## src/rtl/exc_seq_pkg.sv

```systemverilog
package exc_seq_pkg;
  localparam int FRAME_WORDS = 8;
  localparam int IDX_W       = $clog2(FRAME_WORDS);
  localparam int WORD_W      = 32;

  typedef enum logic [1:0] {
    ST_IDLE,
    ST_ENTER,
    ST_HANDLER,
    ST_POP
  } seq_state_e;
endpackage

```

## src/rtl/exc_vec_fetch.sv

```systemverilog
module exc_vec_fetch #(
  parameter int IRQ_W = 5
) (
  input  logic              clk_i,
  input  logic              rst_ni,
  input  logic              issue_i,
  input  logic [IRQ_W-1:0]  irq_i,
  input  logic [31:0]       base_i,
  input  logic [31:0]       rd_data_i,
  output logic              rd_en_o,
  output logic [31:0]       rd_addr_o,
  output logic [31:0]       vec_o
);
  logic        wait_q;
  logic [31:0] vec_q;

  assign rd_en_o   = issue_i;
  assign rd_addr_o = base_i + 32'({irq_i, 2'b00});
  assign vec_o     = vec_q;

  // last issued read wins, so a redirect overwrites the first fetch
  always_ff @(posedge clk_i or negedge rst_ni) begin
    if (!rst_ni) begin
      wait_q <= 1'b0;
      vec_q  <= '0;
    end else begin
      wait_q <= issue_i;
      if (wait_q) vec_q <= rd_data_i;
    end
  end
endmodule

```

## src/rtl/exc_frame_port.sv

```systemverilog
module exc_frame_port
  import exc_seq_pkg::*;
(
  input  logic                          push_i,
  input  logic                          pop_i,
  input  logic [IDX_W-1:0]              word_i,
  input  logic [31:0]                   sp_i,
  input  logic [FRAME_WORDS*WORD_W-1:0] frame_i,
  input  logic                          restore_i,
  input  logic [IDX_W-1:0]              restore_idx_i,
  input  logic [31:0]                   rd_data_i,
  output logic                          wr_en_o,
  output logic [31:0]                   wr_addr_o,
  output logic [31:0]                   wr_data_o,
  output logic                          pop_rd_o,
  output logic [31:0]                   pop_addr_o,
  output logic                          restore_en_o,
  output logic [IDX_W-1:0]              restore_idx_o,
  output logic [31:0]                   restore_data_o
);
  logic [WORD_W-1:0] words [FRAME_WORDS];
  logic [31:0]       slot_addr;

  for (genvar gi = 0; gi < FRAME_WORDS; gi++) begin : g_slice
    assign words[gi] = frame_i[gi*WORD_W +: WORD_W];
  end

  assign slot_addr      = sp_i + 32'({word_i, 2'b00});
  assign wr_en_o        = push_i;
  assign wr_addr_o      = slot_addr;
  assign wr_data_o      = words[word_i];
  assign pop_rd_o       = pop_i;
  assign pop_addr_o     = slot_addr;
  assign restore_en_o   = restore_i;
  assign restore_idx_o  = restore_idx_i;
  assign restore_data_o = rd_data_i;
endmodule

```

## src/rtl/exc_seq_ctrl.sv

```systemverilog
module exc_seq_ctrl
  import exc_seq_pkg::*;
#(
  parameter int          IRQ_W     = 5,
  parameter int          ENTRY_CYC = 12,
  parameter int          TAIL_CYC  = 6,
  parameter logic [31:0] RET_TOKEN = 32'hFFFF_FFF9,
  parameter logic [31:0] SP_RESET  = 32'h2000_1000
) (
  input  logic             clk_i,
  input  logic             rst_ni,
  input  logic             take_i,
  input  logic [IRQ_W-1:0] take_irq_i,
  input  logic             urgent_i,
  input  logic [IRQ_W-1:0] urgent_irq_i,
  input  logic             instr_done_i,
  input  logic             ret_i,
  input  logic [31:0]      ret_target_i,
  output seq_state_e       state_o,
  output logic [IRQ_W-1:0] irq_o,
  output logic             vec_issue_o,
  output logic             push_o,
  output logic             pop_o,
  output logic             restore_o,
  output logic [IDX_W-1:0] word_o,
  output logic [IDX_W-1:0] restore_idx_o,
  output logic [31:0]      sp_o,
  output logic             handler_start_o
);
  localparam int TOP_CYC = (ENTRY_CYC > FRAME_WORDS + 1) ? ENTRY_CYC : FRAME_WORDS + 1;
  localparam int TICK_W  = $clog2(TOP_CYC + 2);
  localparam logic [TICK_W-1:0] T_ENTRY   = TICK_W'(ENTRY_CYC);
  localparam logic [TICK_W-1:0] T_TAIL    = TICK_W'(TAIL_CYC);
  localparam logic [TICK_W-1:0] T_LAST    = TICK_W'(FRAME_WORDS);
  localparam logic [TICK_W-1:0] T_POP_END = TICK_W'(FRAME_WORDS + 1);
  localparam logic [31:0]       FRAME_B   = 32'(FRAME_WORDS * 4);

  seq_state_e        state_q;
  logic [TICK_W-1:0] tick_q;
  logic              tail_q, defer_v_q, redir_q;
  logic [IRQ_W-1:0]  irq_q, defer_irq_q;
  logic [31:0]       sp_q;

  logic [TICK_W-1:0] lim;
  logic stacking, ret_ok, late_ok, chain, start;

  always_comb begin
    lim      = tail_q ? T_TAIL : T_ENTRY;
    stacking = (state_q == ST_ENTER) && !tail_q && (tick_q != '0) && (tick_q <= T_LAST);
    start    = (state_q == ST_ENTER) && (tick_q == lim);
    ret_ok   = (state_q == ST_HANDLER) && ret_i && (ret_target_i == RET_TOKEN);
    late_ok  = stacking && urgent_i && !defer_v_q;
    chain    = ret_ok && (defer_v_q || take_i);
  end

  assign state_o         = state_q;
  assign irq_o           = irq_q;
  assign sp_o            = sp_q;
  assign handler_start_o = start;
  assign push_o          = stacking;
  assign vec_issue_o     = (state_q == ST_ENTER) && ((tick_q == TICK_W'(1)) || redir_q);
  assign pop_o           = (state_q == ST_POP) && (tick_q != '0) && (tick_q <= T_LAST);
  assign restore_o       = (state_q == ST_POP) && (tick_q >= TICK_W'(2)) && (tick_q <= T_POP_END);
  assign word_o          = IDX_W'(tick_q - TICK_W'(1));
  assign restore_idx_o   = IDX_W'(tick_q - TICK_W'(2));

  always_ff @(posedge clk_i or negedge rst_ni) begin
    if (!rst_ni) begin
      state_q     <= ST_IDLE;
      tick_q      <= '0;
      tail_q      <= 1'b0;
      irq_q       <= '0;
      defer_irq_q <= '0;
      defer_v_q   <= 1'b0;
      redir_q     <= 1'b0;
      sp_q        <= SP_RESET;
    end else begin
      redir_q <= late_ok;
      case (state_q)
        ST_IDLE: begin
          if (take_i && instr_done_i) begin
            state_q <= ST_ENTER;
            tick_q  <= TICK_W'(1);
            tail_q  <= 1'b0;
            irq_q   <= take_irq_i;
            sp_q    <= sp_q - FRAME_B;
          end
        end
        ST_ENTER: begin
          tick_q <= tick_q + TICK_W'(1);
          if (late_ok) begin
            defer_irq_q <= irq_q;
            defer_v_q   <= 1'b1;
            irq_q       <= urgent_irq_i;
          end
          if (start) state_q <= ST_HANDLER;
        end
        ST_HANDLER: begin
          if (ret_ok) begin
            tick_q <= TICK_W'(1);
            if (chain) begin
              state_q <= ST_ENTER;
              tail_q  <= 1'b1;
              if (defer_v_q) begin
                irq_q     <= defer_irq_q;
                defer_v_q <= 1'b0;
              end else begin
                irq_q <= take_irq_i;
              end
            end else begin
              state_q <= ST_POP;
            end
          end
        end
        ST_POP: begin
          tick_q <= tick_q + TICK_W'(1);
          if (tick_q == T_POP_END) begin
            state_q <= ST_IDLE;
            sp_q    <= sp_q + FRAME_B;
          end
        end
        default: state_q <= ST_IDLE;
      endcase
    end
  end

  // no instruction-done, no entry
  assert_entry_gate_R1: assert property (@(posedge clk_i) disable iff (!rst_ni)
    (state_q == ST_IDLE && take_i && !instr_done_i) |=> (state_q == ST_IDLE));

  // a branch to any other target leaves the handler running
  assert_ret_ignored_R5: assert property (@(posedge clk_i) disable iff (!rst_ni)
    (state_q == ST_HANDLER && ret_i && ret_target_i != RET_TOKEN) |=> (state_q == ST_HANDLER));

  // chaining keeps the frame where it is
  assert_chain_keeps_sp_R7: assert property (@(posedge clk_i) disable iff (!rst_ni)
    (state_q == ST_HANDLER && ret_i && ret_target_i == RET_TOKEN && (defer_v_q || take_i))
    |=> (sp_q == $past(sp_q)));
endmodule

```

## src/rtl/exc_seq.sv

```systemverilog
module exc_seq
  import exc_seq_pkg::*;
#(
  parameter int          IRQ_W     = 5,
  parameter int          ENTRY_CYC = 12,
  parameter int          TAIL_CYC  = 6,
  parameter logic [31:0] RET_TOKEN = 32'hFFFF_FFF9,
  parameter logic [31:0] SP_RESET  = 32'h2000_1000
) (
  input  logic                          clk_i,
  input  logic                          rst_ni,
  input  logic                          take_i,
  input  logic [IRQ_W-1:0]              take_irq_i,
  input  logic                          urgent_i,
  input  logic [IRQ_W-1:0]              urgent_irq_i,
  input  logic                          instr_done_i,
  input  logic [FRAME_WORDS*WORD_W-1:0] frame_i,
  input  logic                          ret_i,
  input  logic [31:0]                   ret_target_i,
  input  logic [31:0]                   vec_base_i,
  output logic                          wr_en_o,
  output logic [31:0]                   wr_addr_o,
  output logic [31:0]                   wr_data_o,
  output logic                          rd_en_o,
  output logic [31:0]                   rd_addr_o,
  input  logic [31:0]                   rd_data_i,
  output logic                          restore_en_o,
  output logic [IDX_W-1:0]              restore_idx_o,
  output logic [31:0]                   restore_data_o,
  output logic                          handler_start_o,
  output logic [31:0]                   handler_addr_o,
  output logic [31:0]                   lr_o,
  output logic [31:0]                   sp_o,
  output logic                          busy_o,
  output logic                          active_o,
  output logic [IRQ_W-1:0]              active_irq_o
);
  seq_state_e       state;
  logic [IRQ_W-1:0] irq;
  logic             vec_issue, push, pop, restore;
  logic [IDX_W-1:0] word, ridx;
  logic             vec_rd, pop_rd;
  logic [31:0]      vec_addr, pop_addr;

  exc_seq_ctrl #(
    .IRQ_W(IRQ_W), .ENTRY_CYC(ENTRY_CYC), .TAIL_CYC(TAIL_CYC),
    .RET_TOKEN(RET_TOKEN), .SP_RESET(SP_RESET)
  ) u_ctrl (
    .clk_i, .rst_ni, .take_i, .take_irq_i, .urgent_i, .urgent_irq_i,
    .instr_done_i, .ret_i, .ret_target_i,
    .state_o(state), .irq_o(irq), .vec_issue_o(vec_issue),
    .push_o(push), .pop_o(pop), .restore_o(restore),
    .word_o(word), .restore_idx_o(ridx), .sp_o(sp_o),
    .handler_start_o(handler_start_o)
  );

  exc_vec_fetch #(.IRQ_W(IRQ_W)) u_vec (
    .clk_i, .rst_ni, .issue_i(vec_issue), .irq_i(irq), .base_i(vec_base_i),
    .rd_data_i, .rd_en_o(vec_rd), .rd_addr_o(vec_addr), .vec_o(handler_addr_o)
  );

  exc_frame_port u_frame (
    .push_i(push), .pop_i(pop), .word_i(word), .sp_i(sp_o), .frame_i,
    .restore_i(restore), .restore_idx_i(ridx), .rd_data_i,
    .wr_en_o, .wr_addr_o, .wr_data_o,
    .pop_rd_o(pop_rd), .pop_addr_o(pop_addr),
    .restore_en_o, .restore_idx_o, .restore_data_o
  );

  assign rd_en_o      = vec_rd | pop_rd;
  assign rd_addr_o    = pop_rd ? pop_addr : vec_addr;
  assign lr_o         = handler_start_o ? RET_TOKEN : 32'h0;
  assign busy_o       = (state == ST_ENTER) || (state == ST_POP);
  assign active_o     = (state == ST_HANDLER);
  assign active_irq_o = irq;

  // frame words go to consecutive ascending slots
  assert_write_ascending_R2: assert property (@(posedge clk_i) disable iff (!rst_ni)
    (wr_en_o && $past(wr_en_o)) |-> (wr_addr_o == $past(wr_addr_o) + 32'd4));

  // vector read overlaps the first frame write
  assert_vec_with_push_R3: assert property (@(posedge clk_i) disable iff (!rst_ni)
    $rose(wr_en_o) |-> rd_en_o);

  // start is a single strobe handing over to the handler
  assert_start_pulse_R4: assert property (@(posedge clk_i) disable iff (!rst_ni)
    handler_start_o |=> (active_o && !busy_o && !handler_start_o));

  // every restored word follows a read request
  assert_restore_after_read_R6: assert property (@(posedge clk_i) disable iff (!rst_ni)
    restore_en_o |-> $past(rd_en_o));

  // sequencing and handler execution never overlap
  assert_busy_excl_R10: assert property (@(posedge clk_i) disable iff (!rst_ni)
    !(busy_o && active_o));
endmodule

```

## config.mk

```make
export PLATFORM = sky130hd
export DESIGN_NAME = exc_seq
export DESIGN_NICKNAME = d
export VERILOG_FILES = /design/src/rtl/exc_seq_pkg.sv /design/src/rtl/exc_vec_fetch.sv /design/src/rtl/exc_frame_port.sv /design/src/rtl/exc_seq_ctrl.sv /design/src/rtl/exc_seq.sv
export SDC_FILE = /design/constraint.sdc
export NUM_CORES = 1
export LEC_CHECK = 0
export CAP_MARGIN = 10
export CORE_AREA = 3 3 238 240
export CTS_BUF_LIST = sky130_fd_sc_hd__clkbuf_2
export DETAILED_ROUTE_END_ITERATION = 12
export DIE_AREA = 0 0 241 243
export GPL_ROUTABILITY_DRIVEN = 0
export SLEW_MARGIN = 0
export SYNTH_ARGS = -nofsm -noshare
export SYNTH_HDL_FRONTEND = slang
export SYNTH_HIERARCHICAL = 1
export SYNTH_SLANG_ARGS = --single-unit
export TNS_END_PERCENT = 5
```

## constraint.sdc

```tcl
create_clock -name clk_i -period 4.15 [get_ports clk_i]
set_input_delay 0.83 -clock clk_i [delete_from_list [all_inputs] [get_ports clk_i]]
set_output_delay 0.83 -clock clk_i [all_outputs]
set_load 0.05 [all_outputs]
```

* Word level (Yosys, flattened, before mapping) *
Cells that the tools add are included.

word-level totals
  flip-flop bits (word level) = 84
  bits in latches = 0
  memory bits (writable) = 0
  ROM bits = 0
  input bits = 368
  output and inout port bits = 238
  word-level logic and storage cells = 102
  memories = 0

cells by class
  add/sub/neg operators = 7
  multiply operators = 0
  div/mod/pow operators = 0
  $lt $le $gt $ge = 4
  eq/ne operators = 13
  shift operators = 0
  mux-type cells = 32
  bitwise operators = 2
  reduce and logical (&&, ||, !) cells = 34

operators with widths
  cell                                                                      count
  32-bit 2-to-1 mux                                                         6
  32-bit binary-select mux with 3-bit select                                1
  32-bit case mux with 2 select lines                                       1
  32-bit by 5-bit adder with 32-bit output                                  1
  32-bit by 6-bit adder with 32-bit output (second input constant)          1
  32-bit by 7-bit adder with 32-bit output                                  1
  32-bit equality test (second input constant)                              1
  32-bit by 6-bit subtractor with 32-bit output (second input constant)     1
  5-bit 2-to-1 mux                                                          5
  1-bit logical AND                                                         15
  5-bit case mux with 3 select lines                                        1
  4-bit 2-to-1 mux                                                          3
  4-bit case mux with 3 select lines                                        1
  4-bit AND reduction                                                       3
  2-bit 2-to-1 mux                                                          5
  2-bit by 1-bit inequality test with 1-bit output (second input constant)  5
  4-bit less-or-equal comparator (second input constant)                    2
  2-bit case mux with 4 select lines                                        1
  1-bit 2-to-1 mux                                                          6
  2-bit nonzero test                                                        3
  5-bit AND reduction                                                       1
  4-bit by 1-bit adder with 4-bit output (second input constant)            1
  2-bit equality test (second input constant)                               2
  4-bit by 1-bit equality test with 1-bit output (second input constant)    1
  other kinds (19)                                                          24

* Logic depth before layout (Yosys ltp) *
  depth after elaboration = 8
  gate-level depth with buffers = 12
  mapped depth without buffers = 10

* Cells and area by module *
Netlist, hierarchy kept.

by module, submodules not included
  module          instances  cells an instance  area an instance (µm²)  seq. area each (µm²)
  exc_seq_ctrl    1          445                3698.5                  1153.6
  exc_frame_port  1          282                3280.6                  0.0
  exc_vec_fetch   1          180                2148.3                  825.8
  exc_seq         1          72                 800.8                   0.0

* Least setup slack after synthesis *
No wires, ideal clock.

  path kind = reg2out
  from = register u_ctrl.state_q[1] (netlist: u_ctrl/state_o[1])
  to = output port lr_o[0]
  arrival time = 2937 ps
  required time = 3320 ps
  slack = 383 ps
  stages on the path, launching flop included = 7
  buffers on the path = 2
  cells stage by stage = dfrtp_1 > inv_1 > ha_1 > buf_2 > inv_1 > nor2_1 > buf_4

between the ends
  longest elaborated chain between the ends = 3

RTL lines
  item                                            line                source
  from (decl)                                     exc_seq_ctrl.sv:38  seq_state_e state_q;
  from (signal assigned)                          exc_seq_ctrl.sv:69  state_q <= ST_IDLE;
  from (signal assigned)                          exc_seq_ctrl.sv:82  state_q <= ST_ENTER;
  from (signal assigned)                          exc_seq_ctrl.sv:96  if (start) state_q <= ST_HANDLER;
  2-bit by 1-bit equality test with 1-bit output  exc_seq_ctrl.sv:50  start = (state_q == ST_ENTER) && (tick_q == lim);
  1-bit logical AND                               exc_seq_ctrl.sv:50
  net handler_start_o                             exc_seq.sv:30       output logic handler_start_o,
  32-bit 2-to-1 mux                               exc_seq.sv:72       assign lr_o = handler_start_o ? RET_TOKEN : 32'h0;
  to (decl)                                       exc_seq.sv:32       output logic [31:0] lr_o,

The timed path passes the listed nets, and every way through them passes these cells.

* Worst setup path in the final report *
  from = input port vec_base_i[2]
  to = output port rd_addr_o[30]

between the ends
  longest elaborated chain between the ends = 2

RTL lines
  item                                      line                 source
  from (decl)                               exc_seq.sv:20        input logic [31:0] vec_base_i,
  32-bit by 7-bit adder with 32-bit output  exc_vec_fetch.sv:18  assign rd_addr_o = base_i + 32'({irq_i, 2'b00});
  net vec_addr[30]                          exc_seq.sv:43        logic [31:0] vec_addr, pop_addr;
  32-bit 2-to-1 mux                         exc_seq.sv:71        assign rd_addr_o = pop_rd ? pop_addr : vec_addr;
  to (decl)                                 exc_seq.sv:25        output logic [31:0] rd_addr_o,

The timed path passes the listed nets, and every way through them passes these cells.

==> impl_metrics.toml <==
[outcome]
run_status = "finished with violations"
violations = "setup timing"

[drt]
drc_errors = 0
viasPerCell = 4.49
dr.pass1.iters = 5
wl_mm = 51.3
wl_per_cell_um = 23.7
vias = 9735
first_iter_violations = 549
postRouteAntennaNets = 0

[yosys]
syn_area_mm2 = 0.00993
ys_warn_count = 6
synth_ff_type = "dfrtp_1"
synth_top_area_share_pct = 19.4
yosysTopAreaCell = "dfrtp_1"
synthTopCellsByArea = "dfrtp_1, mux4_2, buf_4"
synth_seq_cells = 79
synth_cell_types = 81
synth_cells = 979
ys_seq_area_share_pct = 19.9
avgSynthCellArea_um2 = 10.1
synth_edf_count = 0
synthArstFlopShare_pct = 100

[clock_tree]
h-tree-depth = 3
cts.path.max_buffers = 2
cts_hold_buf = 0
clk_pin_slew_worst_paths_ps = 250
clkLatencyLatePin_ps = 650
cts_root_buffer = "clkbuf_2"
clock_sinks = 79
tritoncts = "yes"
numCtsBuffers = 9

[critical_path]
ff2ff_setup_slack_ps = 660
cp.depth = 11
cp_common_cell = "buf_12"
r2r_start = "u_ctrl/state_o[0]"
ff2ff_path_depth = 11
critPathCapture = "rd_addr_o[30]"
required_ps = 3320
startpoint_type = "input port"
path_cells = "clkdlybuf4s50_1 -> ha_1 -> inv_1 -> fa_2 -> and2b_2 -> o211ai_4 -> buf_12 -> a2111oi_4 -> xor2_1 -> mux2_4 -> buf_12"
r2r_end = "u_ctrl/sp_o[28]"
cpPeakStageDelay_ps = 460
critical-path-top-delay-family = "buffers and inverters"
setup.worst_path.start = "vec_base_i[2]"
cp_max_fo = 12
path_buf_inv = 4
critPathArrivalTime_ps = 3340
slowest_stage = "clkdlybuf4s50_1"
critPathKind = "in2out"
cp-end-kind = "output pin"

[final_layout]
multi_input_area_mm2 = 0.00674
seq_area_mm2 = 0.00198
utilization_pct = 29.6
final_common_cell = "clkdlybuf4s50_1"
syn2layout_area_growth_pct = 63.8
nNetsFinal = 1866
postLayoutCellArea_mm2 = 0.0163
final_cell_mix = "clkdlybuf4s50_1, nand2_1, dfrtp_1"
nFillCells = 5647
drive_above_1_share_pct = 20.1

[timing]
fmax_ghz = 0.240
relSlewSlack_pct = 29.1
worstMarginPinSlew_ps = 1060
slew_viol_final = 0
setup_viol = 1
post-route-period-util_pct = 100
finalSetupTns_ps = -18.8
hold_violations = 0
skew_ps = 51.3
rsz0062_at_grt = "true"
fin_crit_ps = 4170
fin_ws_ps = -18.8

[global_route]
antenna_found_initial = 16
grt_pass1_wl_mm = 70.6
grt_start_max_net_pins = 80
grt_pass1_vias = 10000
grt_use_total_pct = 16.6
overflow = 0

[floorplan]
io_pins = 606
die_area_mm2 = 0.0586
die_w_um = 241
die_h_um = 243
fp-row-count = 86
initial_utilization_pct = 18.1
coreArea_mm2 = 0.0549

[flow_run]
drv_cap = 0

[pwr]
total_power_mw = 4.12
ir_drop_mv = 0.154
p_per_area_mw_per_mm2 = 253
p_leak_nw = 6.87

[place]
post_dp_cell_area_mm2 = 0.0161
port_buffers = 596
place_ws_ps = -128
dp_hpwl_mm = 43.6

[min_path]
hp-class = "in2async"
power by group:
part           total [mW]  internal [mW]  switching [mW]
logic                2.86           1.26            1.60
registers           0.848          0.802          0.0465
clock network       0.409         0.0857           0.323
total                4.12           2.15            1.97
through the flow:
stage | hold WS, ps | std cells
3_3_place_gp | 462 | 2141
3_5_place_dp | 463 | 2141
2_1_floorplan | 446 | 984
4_1_cts | 262 | 2157
6_report | 342 | 2168
5_1_grt | 293 | 2167
kinds of logic after synthesis:
kind of cell | share of synthesized area, %
other cells | 0.0756
buf+inv | 13.2
mux | 27.4
simple gates | 13.6
xor+xnor | 6.97
compound gates | 12.4
fa+ha+maj | 6.40
flops | 19.9
cells in the mapped netlist, drive strengths merged, types with 3 or more instances:
master	instances
and2	9
nor4	5
dfrtp	77
o21a	3
a21o	10
nand4	25
and3	6
nor2	37
a32o	5
o21ai	45
o211ai	7
nor4b	3
a2111oi	11
nor3	17
nor2b	4
ha	46
fa	3
and4	9
mux4	64
o31ai	6
nor3b	3
xor2	46
inv	31
a22oi	6
a31oi	6
nand3	26
mux2	98
a21boi	3
a211oi	9
nand4b	3
nand2b	3
a21oi	42
clkbuf	25
nand2	83
buf	141
o21bai	4
xnor2	33
sequential cells by signal, summed over array words and instances (netlist names):
register            cells
u_vec/vec_o            32
u_ctrl/defer_irq_q      5
u_ctrl/state_o          2
u_ctrl/redir_q          1
u_vec/wait_q            1
u_ctrl/tail_q           1
u_ctrl/tick_q           4
u_ctrl/defer_v_q        1
u_ctrl/irq_o            5
u_ctrl/sp_o            27
what timing repair did:
action / 4_1_cts / 5_1_grt
pin swaps: 0 / 10
endpoints found under the hold margin: 0 / 0
setup endpoints to repair: 76 / 44
gates cloned: 0 / 0
buffers inserted: 0 / 1
resized for setup: 34 / 20
worst register-to-register path, cell delays in order, from the launching register on:
cell and delay (ps):
dfrtp_1 490, ha_1 240, inv_1 460, buf_4 390, ha_1 350, a21oi_1 260
o21ai_0 180, a221oi_1 420, o221ai_1 190, a21oi_1 190, xor2_1 160, o21ai_0 80
routing by layer:
| metal | global-route usage [%] | wire (um) | vias up |
|---|---|---|---|
| met5 | 0 | 13 | - |
| met4 | 8.08 | 1870 | 2 |
| met3 | 3.31 | 3130 | 64 |
| met2 | 31.3 | 28000 | 433 |
| met1 | 17.2 | 18300 | 4743 |
| li1 | - | - | 4493 |
layout make-up:
class / instances / share of cell area, %
Sequential cell: 79 / 12.2
Clock buffer: 10 / 0.308
Inverter: 31 / 0.746
Clock inverter: 6 / 0.277
Timing Repair Buffer: 620 / 39.5
Multi-Input combinational cell: 708 / 41.4
Antenna cell: 10 / 0.154
Tap cell: 704 / 5.42
worst min-delay path by stage:
stage,from,endpoint,slack [ps],cells past startpoint
3_3_place_gp,u_ctrl/defer_irq_q[4],u_ctrl/defer_irq_q[4],460,2
3_5_place_dp,u_ctrl/defer_irq_q[4],u_ctrl/defer_irq_q[4],460,2
4_1_cts,rst_ni,u_vec/vec_o[24],260,1
6_report,rst_ni,u_vec/vec_o[20],340,1
2_1_floorplan,u_ctrl/defer_irq_q[1],u_ctrl/defer_irq_q[1],450,2
5_1_grt,rst_ni,u_vec/vec_o[0],290,1
Note: power is estimated with default switching activity, not from simulation.
